**config.mk**
```make
export PLATFORM = sky130hd
export DESIGN_NAME = dvfx_tx
export DESIGN_NICKNAME = d
export VERILOG_FILES = /design/src/rtl/dvfx_pkg.sv /design/src/rtl/dvfx_sync_edge.sv /design/src/rtl/dvfx_bit_timer.sv /design/src/rtl/dvfx_framer.sv /design/src/rtl/dvfx_tx.sv
export SDC_FILE = /design/constraint.sdc
export NUM_CORES = 1
export LEC_CHECK = 0
export CAP_MARGIN = 0
export CORE_AREA = 2 2 53 104
export CTS_CLUSTER_SIZE = 14
export DETAILED_ROUTE_END_ITERATION = 10
export DIE_AREA = 0 0 55 106
export GPL_TIMING_DRIVEN = 0
export PLACE_DENSITY = 0.82
export SYNTH_ARGS = -nofsm -noshare
export SYNTH_HDL_FRONTEND = slang
export SYNTH_SLANG_ARGS = --single-unit
export TNS_END_PERCENT = 10
```
**constraint.sdc**
```tcl
create_clock -name clk -period 1.9 [get_ports clk]
set_input_delay 0.475 -clock clk [delete_from_list [all_inputs] [get_ports clk]]
set_output_delay 0.475 -clock clk [all_outputs]
set_load 0.02 [all_outputs]
```
**src/rtl/dvfx_pkg.sv**
```systemverilog
package dvfx_pkg;
  // Build the parallel word that is shifted out: header above sequence number.
  function automatic logic [39:0] build_word(input logic [7:0] hdr, input logic [31:0] seq);
    return {hdr, seq};
  endfunction
endpackage

```
**src/rtl/dvfx_sync_edge.sv**
```systemverilog
module dvfx_sync_edge #(
  parameter int STAGES = 2
) (
  input  logic clk,
  input  logic rst_n,
  input  logic async_in,
  output logic fall_pulse
);
  logic [STAGES-1:0] chain_q;
  logic              prev_q;

  // Synchronizer chain, reset to the idle (high) level.
  always_ff @(posedge clk) begin
    if (!rst_n) begin
      chain_q <= '1;
      prev_q  <= 1'b1;
    end else begin
      chain_q <= {chain_q[STAGES-2:0], async_in};
      prev_q  <= chain_q[STAGES-1];
    end
  end

  assign fall_pulse = prev_q & ~chain_q[STAGES-1];
endmodule

```
**src/rtl/dvfx_bit_timer.sv**
```systemverilog
module dvfx_bit_timer #(
  parameter int DIV = 10
) (
  input  logic clk,
  input  logic rst_n,
  input  logic run,
  output logic sclk,
  output logic bit_end
);
  localparam int PW = (DIV > 2) ? $clog2(DIV) : 1;
  localparam logic [PW-1:0] HALF_V = PW'(DIV / 2);
  localparam logic [PW-1:0] LAST_V = PW'(DIV - 1);

  logic [PW-1:0] phase_q;

  always_ff @(posedge clk) begin
    if (!rst_n || !run) begin
      phase_q <= '0;
    end else if (phase_q == LAST_V) begin
      phase_q <= '0;
    end else begin
      phase_q <= phase_q + 1'b1;
    end
  end

  // Low for the first half of each bit slot, high for the second.
  assign sclk    = run && (phase_q >= HALF_V);
  assign bit_end = run && (phase_q == LAST_V);
endmodule

```
**src/rtl/dvfx_framer.sv**
```systemverilog
module dvfx_framer
  import dvfx_pkg::*;
#(
  parameter int           SEQ_W  = 32,
  parameter int           HDR_W  = 8,
  parameter logic [7:0]   HEADER = 8'hA5
) (
  input  logic             clk,
  input  logic             rst_n,
  input  logic             start_evt,
  input  logic             bit_end,
  input  logic [SEQ_W-1:0] seq_num,
  output logic             busy,
  output logic             pend,
  output logic             sdata
);
  localparam int FW = SEQ_W + HDR_W;
  localparam int CW = $clog2(FW);
  localparam logic [CW-1:0] LAST_BIT = CW'(FW - 1);

  logic [FW-1:0] shreg_q;
  logic [CW-1:0] bitcnt_q;
  logic          busy_q;
  logic          pend_q;
  logic [FW-1:0] load_word;

  assign load_word = build_word(HEADER, seq_num);

  always_ff @(posedge clk) begin
    if (!rst_n) begin
      shreg_q  <= '0;
      bitcnt_q <= '0;
      busy_q   <= 1'b0;
      pend_q   <= 1'b0;
    end else if (!busy_q) begin
      if (start_evt) begin
        busy_q   <= 1'b1;
        shreg_q  <= load_word;
        bitcnt_q <= '0;
      end
    end else begin
      if (start_evt) pend_q <= 1'b1;
      if (bit_end) begin
        if (bitcnt_q == LAST_BIT) begin
          if (pend_q || start_evt) begin
            shreg_q  <= load_word;
            bitcnt_q <= '0;
            pend_q   <= 1'b0;
          end else begin
            busy_q   <= 1'b0;
            shreg_q  <= '0;
          end
        end else begin
          shreg_q  <= shreg_q << 1;
          bitcnt_q <= bitcnt_q + 1'b1;
        end
      end
    end
  end

  assign busy  = busy_q;
  assign pend  = pend_q;
  assign sdata = busy_q & shreg_q[FW-1];
endmodule

```
**src/rtl/dvfx_tx.sv**
```systemverilog
module dvfx_tx #(
  parameter int         DIV     = 10,
  parameter int         SYNC_N  = 2,
  parameter int         SEQ_W   = 32,
  parameter int         HDR_W   = 8,
  parameter logic [7:0] HEADER  = 8'hA5
) (
  input  logic             clk,
  input  logic             rst_n,
  input  logic             dv_in,
  input  logic [SEQ_W-1:0] seq_num,
  input  logic             arz_evt,
  output logic             ser_clk,
  output logic             ser_data
);
  logic dv_fall;
  logic busy;
  logic pend_flag;
  logic bit_end;
  logic arz_unused;

  // Return-to-zero events are deliberately kept out of the stream.
  assign arz_unused = arz_evt;

  dvfx_sync_edge #(.STAGES(SYNC_N)) u_sync (
    .clk(clk), .rst_n(rst_n), .async_in(dv_in), .fall_pulse(dv_fall)
  );

  dvfx_bit_timer #(.DIV(DIV)) u_timer (
    .clk(clk), .rst_n(rst_n), .run(busy), .sclk(ser_clk), .bit_end(bit_end)
  );

  dvfx_framer #(.SEQ_W(SEQ_W), .HDR_W(HDR_W), .HEADER(HEADER)) u_framer (
    .clk(clk), .rst_n(rst_n), .start_evt(dv_fall), .bit_end(bit_end),
    .seq_num(seq_num), .busy(busy), .pend(pend_flag), .sdata(ser_data)
  );
endmodule

```
# --- Word level (Yosys, flattened, before mapping) ---
# Cells that the tools add are included.
word_totals:
  register_bits: 55
  inputBits: 36
  out_inout_bits: 2
  elab_cells: 46
classes:
  addsub: 2
  n_lt_le_gt_ge: 1
  eq_ne: 4
  n_mux: 19
  bitwise: 3
  reduce_logical: 10
op_table:
  columns: ["op", "n"]
  rows:
  - ["40-bit two-way mux", 5]
  - ["6-bit two-way mux", 5]
  - ["1-bit two-way mux", 9]
  - ["6-bit by 1-bit adder with 6-bit output (second input constant)", 1]
  - ["6-bit equality test (second input constant)", 1]
  - ["4-bit by 1-bit adder with 4-bit output (second input constant)", 1]
  - ["4-bit equality test (second input constant)", 1]
  - ["4-bit by 3-bit greater-or-equal comparator with 1-bit output (second input constant)", 1]
  - ["3-bit != test (second input constant)", 1]
  - ["3-bit AND reduction", 1]
  - ["1-bit AND", 2]
  - ["1-bit logical AND", 2]
  - ["1-bit logical NOT", 2]
  - ["1-bit logical OR", 2]
  - ["2-bit != test (second input constant)", 1]
  - ["2-bit AND reduction", 1]
  - ["2-bit nonzero test", 1]
  - ["2-bit OR reduction", 1]
  - ["1-bit NOT", 1]

# --- Logic depth before layout (Yosys ltp) ---
depth:
  ltp_word: 7
  depth_mapped: 8
  ltp_nobuf: 6

# --- Hierarchy ---
# Synthesis repeated with hierarchy kept, for this count alone.
hier_totals:
  hier_cells: 295
  area_unflattened_um2: 2398.6
modules_own_cells:
  columns: ["module", "n_inst", "cells_each", "area_each_um2"]
  rows:
  - ["dvfx_framer", 1, 264, 2107.0]
  - ["dvfx_bit_timer", 1, 24, 206.4]
  - ["dvfx_sync_edge", 1, 7, 85.1]

# --- Worst setup path after synthesis ---
# Ideal clock, no wire load.
synth_timing:
  path_kind: "register to register"
  from: "register u_timer.phase_q[1]"
  to: "register u_framer.shreg_q[12]"
  setup_ps: 137
  arrival_time_ps: 1437
  slack_ps: 327
  path_stages_with_launch: 9
  synth_period_minus_slack_ps: 1573
  cell_sequence: "dfxtp_1 > inv_1 > ha_1 > and4b_1 > a21o_1 > buf_2 > clkbuf_1 > o21ai_0 > a31oi_1"
synth_between:
  elab_chain_len: 4
synth_rtl:
  columns: ["item", "line", "text"]
  rows:
  - ["start: declaration", "dvfx_bit_timer.sv:14", "logic [PW-1:0] phase_q;"]
  - ["start signal: assignment", "dvfx_bit_timer.sv:22", "phase_q <= phase_q + 1'b1;"]
  - ["4-bit equality test", "dvfx_bit_timer.sv:28", "assign bit_end = run && (phase_q == LAST_V);"]
  - ["1-bit logical AND", "dvfx_bit_timer.sv:28", null]
  - ["2-bit != test (no line)", null, null]
  - ["2-bit AND reduction (no line)", null, null]
  - ["end signal: assignment", "dvfx_framer.sv:38", "shreg_q <= load_word;"]
  - ["end signal: assignment", "dvfx_framer.sv:46", "shreg_q <= load_word;"]
  - ["end signal: assignment", "dvfx_framer.sv:54", "shreg_q <= shreg_q << 1;"]
  - ["end: declaration", "dvfx_framer.sv:21", "logic [FW-1:0] shreg_q;"]
# Every way passes these cells.
# A chain may end at the register's enable or synchronous reset.

# --- Worst setup path after layout ---
layout_timing:
  from: "register u_timer.phase_q[1]"
  to: "output port ser_clk"
layout_between:
  elab_chain_len: 2
layout_rtl:
  columns: ["item", "line", "text"]
  rows:
  - ["4-bit by 3-bit greater-or-equal comparator with 1-bit output", "dvfx_bit_timer.sv:27", "assign sclk = run && (phase_q >= HALF_V);"]
  - ["1-bit logical AND", "dvfx_bit_timer.sv:27", null]
  - ["end: declaration", "dvfx_tx.sv:13", "output logic ser_clk,"]
# Every way passes these cells.

==> flow_summary.yaml <==
synth:
  ys_ff_latch: 55
  syn_nets: 342
  seq_area_frac_synth_pct: 45.7
  syn_avg_cell_area_um2: 7.98
  synth-async-reset-ratio_pct: 0
  syn_inst: 302
  yosysTopAreaCellShare_pct: 45.7
  synth_cell_types: 41
  ys.warnings.count: 0
  yosysTopAreaCell: "dfxtp_1"
  syn_area_um2: 2410
  yosysMostFrequentCell: "dfxtp_1"
  synth-edff-count: 0
  ys_top_cells_by_area: "dfxtp_1 46%, nand3_1 8.1%, a31oi_1 8.0%, o21ai_0 7.5%, nand2_1 7.0%"
  yosys_most_used_dff: "dfxtp_1"
  synth.top_cells.by_count: "55 x dfxtp_1, 45 x nand2_1, 39 x nand3_1, 36 x o21ai_0, 31 x a31oi_1"
critical_path:
  crit_required_ns: 1.42
  r2r_start: "u_framer.bitcnt_q[0]"
  end_kind: "output port"
  worst_path_max_delay_cell: "dfxtp_2"
  worstPathArrival_ns: 1.42
  crit_chain: "inv_1 -> ha_1 -> nand2b_1 -> a21oi_2 -> nor2_1 -> buf_2"
  critPathMaxStageDelay_ns: 0.36
  start_kind: "register"
  r2r_cells: 6
  cp.buffers_inverters: 2
  rrSetupSlack_ns: 0.11
  rr_endpoint: "u_framer.shreg_q[28]"
  crit_fanout: 3
  crit_type: "reg -> out"
  critical-path-top-delay-family: "flip-flops"
finish:
  nNetsFinal: 385
  diodes: 0
  final_util_pct: 58.1
  syn_to_final_growth_pct: 22.7
  nFillCells: 484
  final_area_um2: 2960
  drive_gt1_share_pct: 11.6
min_path:
  min_from: "u_sync.chain_q[0]"
  hold_end: "u_sync.chain_q[1]"
  hold_path_class: "reg -> reg"
  hold_depth: 1
place:
  routabilityCongestion: 0.796
  hpwl_mm: 4.17
  pre_cts_slack_ns: -0.307
  dpl_cell_area_um2: 2840
  io_buffers: 36
flow_run:
  cap_violations: 0
drt:
  via_per_inst: 5.72
  routed_wl_mm: 5.58
  drc: 0
  first_iter_violations: 67
  drt_pre_antenna_iters: 4
  final_antenna_net_count: 0
  vias: 2312
  drt-wirelength-per-cell_um: 13.8
global_routing:
  grt_max_degree: 17
  grt_pass1_vias: 2281
  grt_remaining_overflow: 0
  grt_pass1_wl_mm: 9.45
  antenna_found_initial: 0
  grt_util_all_layers_pct: 21.5
clock_network:
  cts_root_buffer: "clkbuf_8"
  numCtsBuffers: 5
  tritoncts: "done"
  clk_latency_ns: 0.31
  clkTransAtPathRegs_ns: 0.10
  hold_buffers: 0
  clkSinkCount: 55
  cts_buffer_depth: 2
  htree_levels: 2
  postCtsSetupBuffers: 0
sta:
  timing.final.crit_period_ns: 1.89
  setup_ws_ns: 0.00594
  relSlewSlack_pct: 69.7
  fmax_mhz: 528
  rsz0062_at_grt: "yes"
  tightest_slew_ns: 0.454
  clock_skew_ns: 0.0130
  timing.final.crit_share_pct: 99.7
  finalMaxSlewViolations: 0
  finalSetupViolations: 0
  hold_viol: 0
die:
  die_h_um: 106
  core_um2: 5090
  num_rows: 37
  die_w_um: 55
  die_area_um2: 5830
  io_pins: 38
  start_util_pct: 47.3
run_status:
  status: "finished clean"
power:
  p_leak_uw: 0.00110
  worst_ir_drop_vdd_uv: 622
  p_per_area_nw_per_um2: 718
  power_uw: 2120
==> layout by cell type (no fill, tap or decap), drive strengths merged, types with 2 or more instances in the layout <==
cell type      instances
a31oi                 31
nor3                   2
nand2b                 5
nand2                 45
clkbuf                22
o21ai                 37
o2bb2ai                2
nor2                   8
a21oi                 17
dfxtp                 55
nand3                 39
or4                    2
ha                     4
o21a                   3
clkdlybuf4s50         34
buf                   11
clkinvlp               2
inv                    5
==> worst max-delay path by stage <==
stage | cells past startpoint | to | startpoint | slack (ns)
3_3_place_gp | 5 | u_framer.shreg_q[1] | rst_n | -0.28
2_1_floorplan | 8 | u_framer.shreg_q[12] | u_timer.phase_q[1] | 0.33
6_report | 6 | ser_clk | u_timer.phase_q[1] | 0.006
3_5_place_dp | 5 | u_framer.shreg_q[8] | rst_n | -0.31
5_1_grt | 6 | ser_clk | u_timer.phase_q[1] | -0.09
4_1_cts | 6 | ser_clk | u_timer.phase_q[1] | -0.007
==> registers in the layout (all words and copies together) (netlist names) <==
signal,flops
u_framer.shreg_q,40
u_framer.bitcnt_q,6
u_timer.phase_q,4
u_sync.chain_q,2
u_framer.busy,1
u_framer.pend,1
u_sync.prev_q,1
==> worst register-to-register path, delay by kind of cell (launching register included) <==
kind,cells,cell delay [ns]
compound gates,2,0.50
fa+ha+maj,1,0.24
buf+inv,1,0.27
flops,1,0.38
simple gates,2,0.32
==> metal layers <==
metal,track usage [%],wire (µm),vias up
met5,0,0,-
met4,12.5,141,0
met3,3.79,192,13
met2,37.2,3090,56
met1,22.7,2160,1076
li1,-,-,1167
==> area by class of cell <==
| cell class | count | area, µm² | share of cell area, % |
|---|---|---|---|
| sequential | 55 | 1100 | 37.3 |
| clock buffer | 6 | 72.6 | 2.45 |
| timing repair buffer | 36 | 354 | 12.0 |
| inverter | 6 | 26.3 | 0.888 |
| clock inverter | 2 | 12.5 | 0.423 |
| multi-input combinational | 215 | 1180 | 40.0 |
| tap | 58 | 72.6 | 2.45 |
| buffer | 26 | 133 | 4.48 |
==> cell families after synthesis <==
family | synth area share [%]
compound gates | 24.1
xor+xnor | 0.727
fa+ha+maj | 2.08
buf+inv | 5.50
flops | 45.7
mux | 0.415
simple gates | 21.4
==> where the power goes <==
| group | leakage (µW) | internal [µW] | switching (µW) |
|---|---|---|---|
| clock | 0.0000412 | 259 | 375 |
| combinational | 0.000610 | 130 | 141 |
| sequential | 0.000449 | 1200 | 20.3 |
==> through the flow <==
| step | hold slack, ns | setup TNS, ns | cells |
|---|---|---|---|
| 2_1_floorplan | 0.386 | 0 | 302 |
| 3_3_place_gp | 0.394 | -2.73 | 396 |
| 3_5_place_dp | 0.395 | -3.07 | 396 |
| 4_1_cts | 0.419 | -0.00672 | 404 |
| 5_1_grt | 0.436 | -0.163 | 404 |
| 6_report | 0.417 | 0 | 404 |
==> repair_timing <==
action	4_1_cts	5_1_grt
cloned	0	0
gates resized for setup	10	28
setup endpoints to repair	13	43
(Power assumes the default switching activity.)
